<file path="config.mk">
export PLATFORM = sky130hd
export DESIGN_NAME = trace_stkerr_ctl
export DESIGN_NICKNAME = d
export VERILOG_FILES = /design/src/rtl/trace_stkerr_ctl.sv
export SDC_FILE = /design/constraint.sdc
export NUM_CORES = 1
export LEC_CHECK = 0
export ABC_AREA = 0
export BUFFER_PORTS_ARGS = -buffer_cell sky130_fd_sc_hd__buf_4
export CAP_MARGIN = 25
export CORE_MARGIN = 5
export CORE_UTILIZATION = 44
export DETAILED_ROUTE_END_ITERATION = 8
export PLACE_DENSITY = 0.77
export SLEW_MARGIN = 20
export SYNTH_ARGS = -nofsm -noshare
export SYNTH_HDL_FRONTEND = slang
export SYNTH_SLANG_ARGS = --single-unit
</file>
<file path="constraint.sdc">
create_clock -name clk -period 2.9 [get_ports clk]
set_clock_uncertainty 0.1 [all_clocks]
set_input_delay 0.725 -clock clk [delete_from_list [all_inputs] [get_ports clk]]
set_output_delay 0.725 -clock clk [all_outputs]
set_load 0.1 [all_outputs]
</file>
<file path="src/rtl/trace_stkerr_ctl.sv">
module trace_stkerr_ctl #(
  parameter int LVLW      = 3,
  parameter int AW        = 16,
  parameter int FLUSH     = 3,
  parameter int TRACE_LVL = 3,
  parameter logic [AW-1:0] STK_VEC   = AW'(16'h0002),
  parameter logic [AW-1:0] TRACE_VEC = AW'(16'h0004),
  parameter logic [AW-1:0] IRQ_BASE  = AW'(16'h0010)
) (
  input  logic            clk,
  input  logic            rst_n,
  input  logic            retire_i,
  input  logic            rep_busy_i,
  input  logic            sr_trace_i,
  input  logic            fast_ctx_i,
  input  logic [LVLW-1:0] sr_mask_i,
  input  logic            rti_i,
  input  logic            stk_ovf_i,
  input  logic            stk_unf_i,
  input  logic            stkerr_clr_i,
  input  logic            irq_req_i,
  input  logic [LVLW-1:0] irq_lvl_i,
  output logic            stall_o,
  output logic            exc_valid_o,
  output logic [1:0]      exc_src_o,
  output logic [AW-1:0]   exc_vec_o,
  output logic [LVLW-1:0] mask_o,
  output logic            stkerr_o
);
  localparam int CW = $clog2(FLUSH + 1);
  localparam logic [LVLW-1:0] TLVL = LVLW'(TRACE_LVL);
  localparam logic [1:0] SRC_NONE = 2'd0, SRC_IRQ = 2'd1, SRC_TRC = 2'd2, SRC_STK = 2'd3;

  logic [CW-1:0]   flush_cnt;
  logic            trc_pend, se_pend, in_svc;
  logic [LVLW-1:0] svc_mask;
  logic [1:0]      pick;
  logic [AW-1:0]   pick_vec;

  assign stall_o = (flush_cnt != '0);
  assign mask_o  = in_svc ? svc_mask : sr_mask_i;

  wire trace_hit = retire_i && sr_trace_i && !fast_ctx_i && !rep_busy_i && !trc_pend;
  wire trc_ready = trc_pend && !stall_o && (mask_o <= TLVL);
  wire irq_hi    = irq_req_i && (irq_lvl_i > TLVL) && (irq_lvl_i > mask_o);
  wire irq_ok    = irq_req_i && (irq_lvl_i > mask_o) && !(trc_pend && irq_lvl_i <= TLVL);
  wire stk_evt   = stk_ovf_i || stk_unf_i;

  always_comb begin
    pick     = SRC_NONE;
    pick_vec = '0;
    if (se_pend) begin
      pick = SRC_STK;  pick_vec = STK_VEC;
    end else if (trc_ready && !irq_hi) begin
      pick = SRC_TRC;  pick_vec = TRACE_VEC;
    end else if (irq_ok) begin
      pick = SRC_IRQ;  pick_vec = IRQ_BASE + AW'({irq_lvl_i, 1'b0});
    end
  end

  always_ff @(posedge clk or negedge rst_n) begin
    if (!rst_n) begin
      flush_cnt   <= '0;
      trc_pend    <= 1'b0;
      se_pend     <= 1'b0;
      stkerr_o    <= 1'b0;
      in_svc      <= 1'b0;
      svc_mask    <= '0;
      exc_valid_o <= 1'b0;
      exc_src_o   <= SRC_NONE;
      exc_vec_o   <= '0;
    end else begin
      if (trace_hit) begin
        trc_pend  <= 1'b1;
        flush_cnt <= CW'(FLUSH);
      end else begin
        if (stall_o) flush_cnt <= flush_cnt - 1'b1;
        if (pick == SRC_TRC) trc_pend <= 1'b0;
      end

      if (stk_evt) se_pend <= 1'b1;
      else if (pick == SRC_STK) se_pend <= 1'b0;

      if (stk_evt) stkerr_o <= 1'b1;
      else if (stkerr_clr_i) stkerr_o <= 1'b0;

      exc_valid_o <= (pick != SRC_NONE);
      exc_src_o   <= pick;
      exc_vec_o   <= pick_vec;

      if (pick != SRC_NONE) begin
        in_svc   <= 1'b1;
        svc_mask <= (pick == SRC_IRQ) ? irq_lvl_i : TLVL;
      end else if (rti_i) begin
        in_svc <= 1'b0;
      end
    end
  end

  logic [CW:0] run_len;
  always_ff @(posedge clk or negedge rst_n) begin
    if (!rst_n) run_len <= '0;
    else        run_len <= stall_o ? run_len + 1'b1 : '0;
  end

  AST_FLUSH_LEN: assert property (@(posedge clk) disable iff (!rst_n)
    $fell(stall_o) |-> run_len == (CW+1)'(FLUSH));
  AST_FAST_QUIET: assert property (@(posedge clk) disable iff (!rst_n)
    (retire_i && fast_ctx_i) |=> !$rose(stall_o));
  AST_SVC_MASK: assert property (@(posedge clk) disable iff (!rst_n)
    (exc_valid_o && exc_src_o[1]) |-> mask_o == TLVL);
  AST_STK_VEC: assert property (@(posedge clk) disable iff (!rst_n)
    (exc_valid_o && exc_src_o == SRC_STK) |-> exc_vec_o == STK_VEC);
  AST_STK_STICKY: assert property (@(posedge clk) disable iff (!rst_n)
    (stkerr_o && !stkerr_clr_i) |=> stkerr_o);
  AST_STK_RAISE: assert property (@(posedge clk) disable iff (!rst_n)
    (stk_ovf_i || stk_unf_i) |=> stkerr_o);
  AST_TRC_AFTER_FLUSH: assert property (@(posedge clk) disable iff (!rst_n)
    (exc_valid_o && exc_src_o == SRC_TRC) |-> !stall_o);
endmodule

</file>
### After elaboration in Yosys (flattened, before gate mapping)

Index checks and enable logic that the tools add are counted.

* register bits: 28
* input bits: 17
* output and inout port bits: 24
* logic and storage cells: 62

* $add $sub $neg: 2
* $lt $le $gt $ge: 4
* equality and inequality tests: 3
* muxes and demuxes: 18
* reductions and logical operators: 26

Operators by type and width (count)
* $mux 16: 1
* $reduce_bool 2->1: 7
* $logic_and 1x1->1: 12
* $mux 6: 2
* $mux 1: 9
* $mux 2: 4
* $add 5x4->6 const A: 1
* $le 3x2->1 const B: 2
* $logic_not 1->1: 6
* $mux 3: 2
* $eq 2x2->1 const B: 2
* $gt 3x2->1 const B: 1
* $gt 3x3->1: 1
* $eq 2x1->1 const B: 1
* $sub 2x1->2 const B: 1
* $logic_or 1x1->1: 1

### Longest topological paths before layout

* word-level depth: 10
* depth in mapped cells: 6
* mapped depth without buffers: 6

### Worst setup path before layout

OpenSTA, ideal clock, no wires.

* path kind: input -> register
* start point: input sr_mask_i[0]
* end point: register svc_mask[0]
* setup time: 71 ps
* data arrival time: 2423 ps
* required time: 2729 ps
* slack: 306 ps
* cell stages on the path: 6
* path buffers: 0
* cells stage by stage: mux2_2 ha_1 and3_4 a211o_1 or3_1 nand4_1

* cells in the longest elaborated chain, start to end: 9
* elaborated cells on any way between the ends: 15
* those cells by class: 2 x order compare; 1 x eq/ne; 5 x mux; 7 x reduce/logical

Ends and longest elaborated chain
* start: declaration: RTL line 16 `input logic [LVLW-1:0] sr_mask_i,`
* $mux 3 *: RTL line 41 `assign mask_o = in_svc ? svc_mask : sr_mask_i;`
* $gt 3x3->1: RTL line 45, 46
* $logic_and 1x1->1, on equally long branches: RTL line 46, 45
* $logic_and 1x1->1 / $logic_not 1->1 (equally long branches): RTL line 46, 54
* $mux 1 / $logic_and 1x1->1 (equally long branches): RTL line 56, 54
* $mux 2 *: RTL line 54 `end else if (trc_ready && !irq_hi) begin`
* $mux 2 *: RTL line 52 `if (se_pend) begin`
* $eq 2x1->1: RTL line 93 `svc_mask <= (pick == SRC_IRQ) ? irq_lvl_i : TLVL;`
* $mux 3: RTL line 93
* end signal: assignment: RTL line 93
* end: declaration: RTL line 36 `logic [LVLW-1:0] svc_mask;`

Every way passes the cells marked *; elsewhere a longest branch is shown, timed or not.
A chain may end at the register's enable or synchronous reset.

### Worst setup path in the final report

* start point: register in_svc
* end point: register svc_mask[1]

* cells in the longest elaborated chain, start to end: 9
* elaborated cells on any way between the ends: 15
* those cells by class: 2 x order compare; 1 x eq/ne; 5 x mux; 7 x reduce/logical

Ends and longest elaborated chain
* start: declaration: RTL line 35 `logic trc_pend, se_pend, in_svc;`
* start signal: assignment: RTL line 67 `in_svc <= 1'b0;`
* start signal: assignment: RTL line 92 `in_svc <= 1'b1;`
* start signal: assignment: RTL line 95 `in_svc <= 1'b0;`
* $mux 3 *: RTL line 41
* $gt 3x3->1: RTL line 45, 46
* $logic_and 1x1->1, on equally long branches: RTL line 46, 45
* $logic_and 1x1->1 / $logic_not 1->1 (equally long branches): RTL line 46, 54
* $mux 1 / $logic_and 1x1->1 (equally long branches): RTL line 56, 54
* $mux 2 *: RTL line 54
* $mux 2 *: RTL line 52
* $eq 2x1->1: RTL line 93
* $mux 3: RTL line 93

Marks and branches as above.

==> impl_metrics.tcl <==
set metrics [dict create \
    status "completed" \
    r2r_slack_ns 0.60 \
    grt.overflow.total 0 \
    vias 682 \
    worstPathRequired_ns 2.95 \
    pre_cts_slack_ns 0.345 \
    max_freq_ghz 0.435 \
    die_w_um 53.7 \
    grt_usage_pct 13.3 \
    clock-root-buffer "clkbuf_4" \
    drtIter0Drc 31 \
    worstReg2RegStart "in_svc" \
    cts_setup_buffers 0 \
    final-seq-area_um2 400 \
    cts_buffers 3 \
    grt_max_degree 17 \
    switching_share_pct 50.2 \
    finalSetupTns_ns 0 \
    n_antenna_cell 0 \
    synth_top_family_by_area "buffers and inverters" \
    internal-power_mw 0.411 \
    yosysMostFrequentCell "dfrtp_1" \
    drc_errors 0 \
    ir_drop_uv 432 \
    crit_fanout 5 \
    first_pass_iters 4 \
    power_frac_comb_pct 52.5 \
    yosys.area_share.xor_xnor_pct 1.04 \
    areaGrowthSynthToFinish_pct 25.6 \
    route.met2.wl_um 836 \
    postRouteAntennaNets 0 \
    num_io_pins 41 \
    synth_area_leaders "dfrtp_1 48%, buf_4 11%, ha_1 5.9%, inv_1 4.9%, nand2_1 2.2%" \
    maxSlewViolCount 0 \
    htreeDepth 1 \
    dpl-instance-area_mm2 0.00103 \
    place_congestion 0.803 \
    hold_ws_ns 0.183 \
    yosys.area.top_type "dfrtp_1" \
    hold_path.class "in -> async" \
    power.switching_mw 0.414 \
    power_density_mw_per_mm2 780 \
    synth_cells 84 \
    portBuffers 28 \
    worst_r2r_endpoint "svc_mask[1]" \
    cp-startpoint "in_svc" \
    fin_crit_sh_pct 79.3 \
    wl_met3_um 165 \
    place_inst 136 \
    clk_pin_slew_ns 0.08 \
    yosys.cell_types.count 28 \
    via_per_inst 4.91 \
    die_y_um 53.7 \
    fill_cells 164 \
    power_frac_clock_pct 13.3 \
    start_kind "register" \
    cts_sinks 16 \
    wl_per_cell_um 12.3 \
    fin_nets 137 \
    multi_input_area_um2 352 \
    wl_um 1720 \
    hpwl_um 1410 \
    maxCapViolCount 0 \
    initial_core_util_pct 47.7 \
    synth-simple-area-share_pct 13.5 \
    power_mw 0.825 \
    yosysSeqAreaShare_pct 47.5 \
    arrival_ns 2.34 \
    final_core_util_pct 59.9 \
    reg2reg_depth 6 \
    synth_top_cells_by_count "16 x dfrtp_1, 12 x buf_4, 11 x inv_1" \
    cts_hold_buf 0 \
    post_cts_resized 0 \
    synth.area.mux_share_pct 4.16 \
    hold_viol 0 \
    stdcell_count 139 \
    grt_pass1_vias 633 \
    critical_path_class "reg -> reg" \
    worst_skew_pair.late_latency_ns 0.28 \
    synth_fa_ha_area_share_pct 5.94 \
    synth_async_sr_flop_share_pct 100 \
    coreArea_mm2 0.00176 \
    avgSynthCellArea_um2 10.0 \
    synth-main-ff-cell "dfrtp_1" \
    endpoint "svc_mask[1]" \
    worstSetupEndpointType "register" \
    die_area_mm2 0.00289 \
    synth_warnings 0 \
    ys_seq_elements 16 \
    top_layer "met4" \
    p_seq_share_pct 34.2 \
    synth_top_area_share_pct 47.5 \
    cts_buffer_depth 2 \
    wl_met1_um 661 \
    synth_edf_count 0 \
    synth_area_um2 842 \
    fin_ws_ns 0.602 \
    p_leak_nw 0.541 \
    rows 15 \
    drive_above_1_share_pct 31.6 \
    grt_pass1_wl_um 2690 \
    finalSetupViolations 0 \
    cts_tree "done" \
    synth_compound_area_share_pct 11.7 \
    fin_area_mm2 0.00106 \
    antenna_found_initial 0 \
    post-route-min-period_ns 2.30 \
    rsz0062_at_grt "no" \
]
==> registers in the layout, indices dropped and copies added (netlist names) <==
signal       count
flush_cnt        2
svc_mask         3
in_svc           1
se_pend          1
trc_pend         1
exc_src_o        2
exc_valid_o      1
exc_vec_o        4
stkerr_o         1
==> cell type report <==
class,instances,share of cell area (%)
Sequential cell,16,37.9
Timing Repair Buffer,28,19.9
Clock buffer,3,2.13
Inverter,11,3.91
Multi-Input combinational cell,56,33.3
Tap cell,25,2.96
==> worst min-delay path by stage <==
| stage | slack (ns) | startpoint | cells after the start | to |
|---|---|---|---|---|
| after floorplan | 0.33 | rst_n | 0 | exc_src_o[0] |
| after global placement | 0.37 | stkerr_o | 1 | stkerr_o |
| after detailed placement | 0.37 | stkerr_o | 1 | stkerr_o |
| after CTS | 0.18 | rst_n | 1 | svc_mask[2] |
| after global routing | 0.18 | rst_n | 1 | exc_vec_o[3] |
| final | 0.18 | rst_n | 1 | svc_mask[2] |
==> cell usage in the layout, fill, tap and decap left out, drive strengths merged <==
master / netlist / layout
buf: 12 / 28
dfrtp: 16 / 16
conb: 1 / 12
inv: 11 / 11
nand2: 5 / 5
nor2: 4 / 4
ha: 4 / 4
o21ai: 4 / 4
a21oi: 3 / 3
nand4: 3 / 3
clkbuf: 0 / 3
nand3b: 2 / 2
a211o: 2 / 2
a211oi: 2 / 2
o211ai: 2 / 2
mux2i: 2 / 2
and3: 2 / 2
a21o: 2 / 2
mux2: 1 / 1
nand3: 1 / 1
nand2b: 1 / 1
or3: 1 / 1
or2: 1 / 1
nor3: 1 / 1
xor2: 1 / 1
==> logic make-up after synthesis <==
kind of cell	after synthesis
buffers and inverters	23
and+or+nand+nor	21
DFF	16
AOI/OAI and AO/OA	15
adders and majority gates	4
muxes	3
other	1
xor gates and xnor gates	1
==> critical path, cell delays in order (launching register included) <==
cell and delay, ns:
dfrtp_1 0.47, mux2_2 0.38, ha_1 0.28, and3_4 0.15, a211oi_1 0.42, a21o_2 0.25, nand4_1 0.11
==> routing by layer <==
layer | GRT usage (%) | up-vias
met5 | 0 | -
met4 | 10.2 | 0
met3 | 1.11 | 5
met2 | 22.8 | 46
met1 | 15.1 | 311
li1 | - | 320
==> power groups by stage <==
stage | clock [mW] | combinational [mW] | sequential, mW
final | 0.110 | 0.433 | 0.282
after global routing | 0.124 | 0.465 | 0.285
after CTS | 0.115 | 0.436 | 0.282
after detailed placement | 0 | 0.436 | 0.286
after global placement | 0 | 0.429 | 0.284
after floorplan | 0 | 0.295 | 0.350
(Power assumes the default switching activity.)
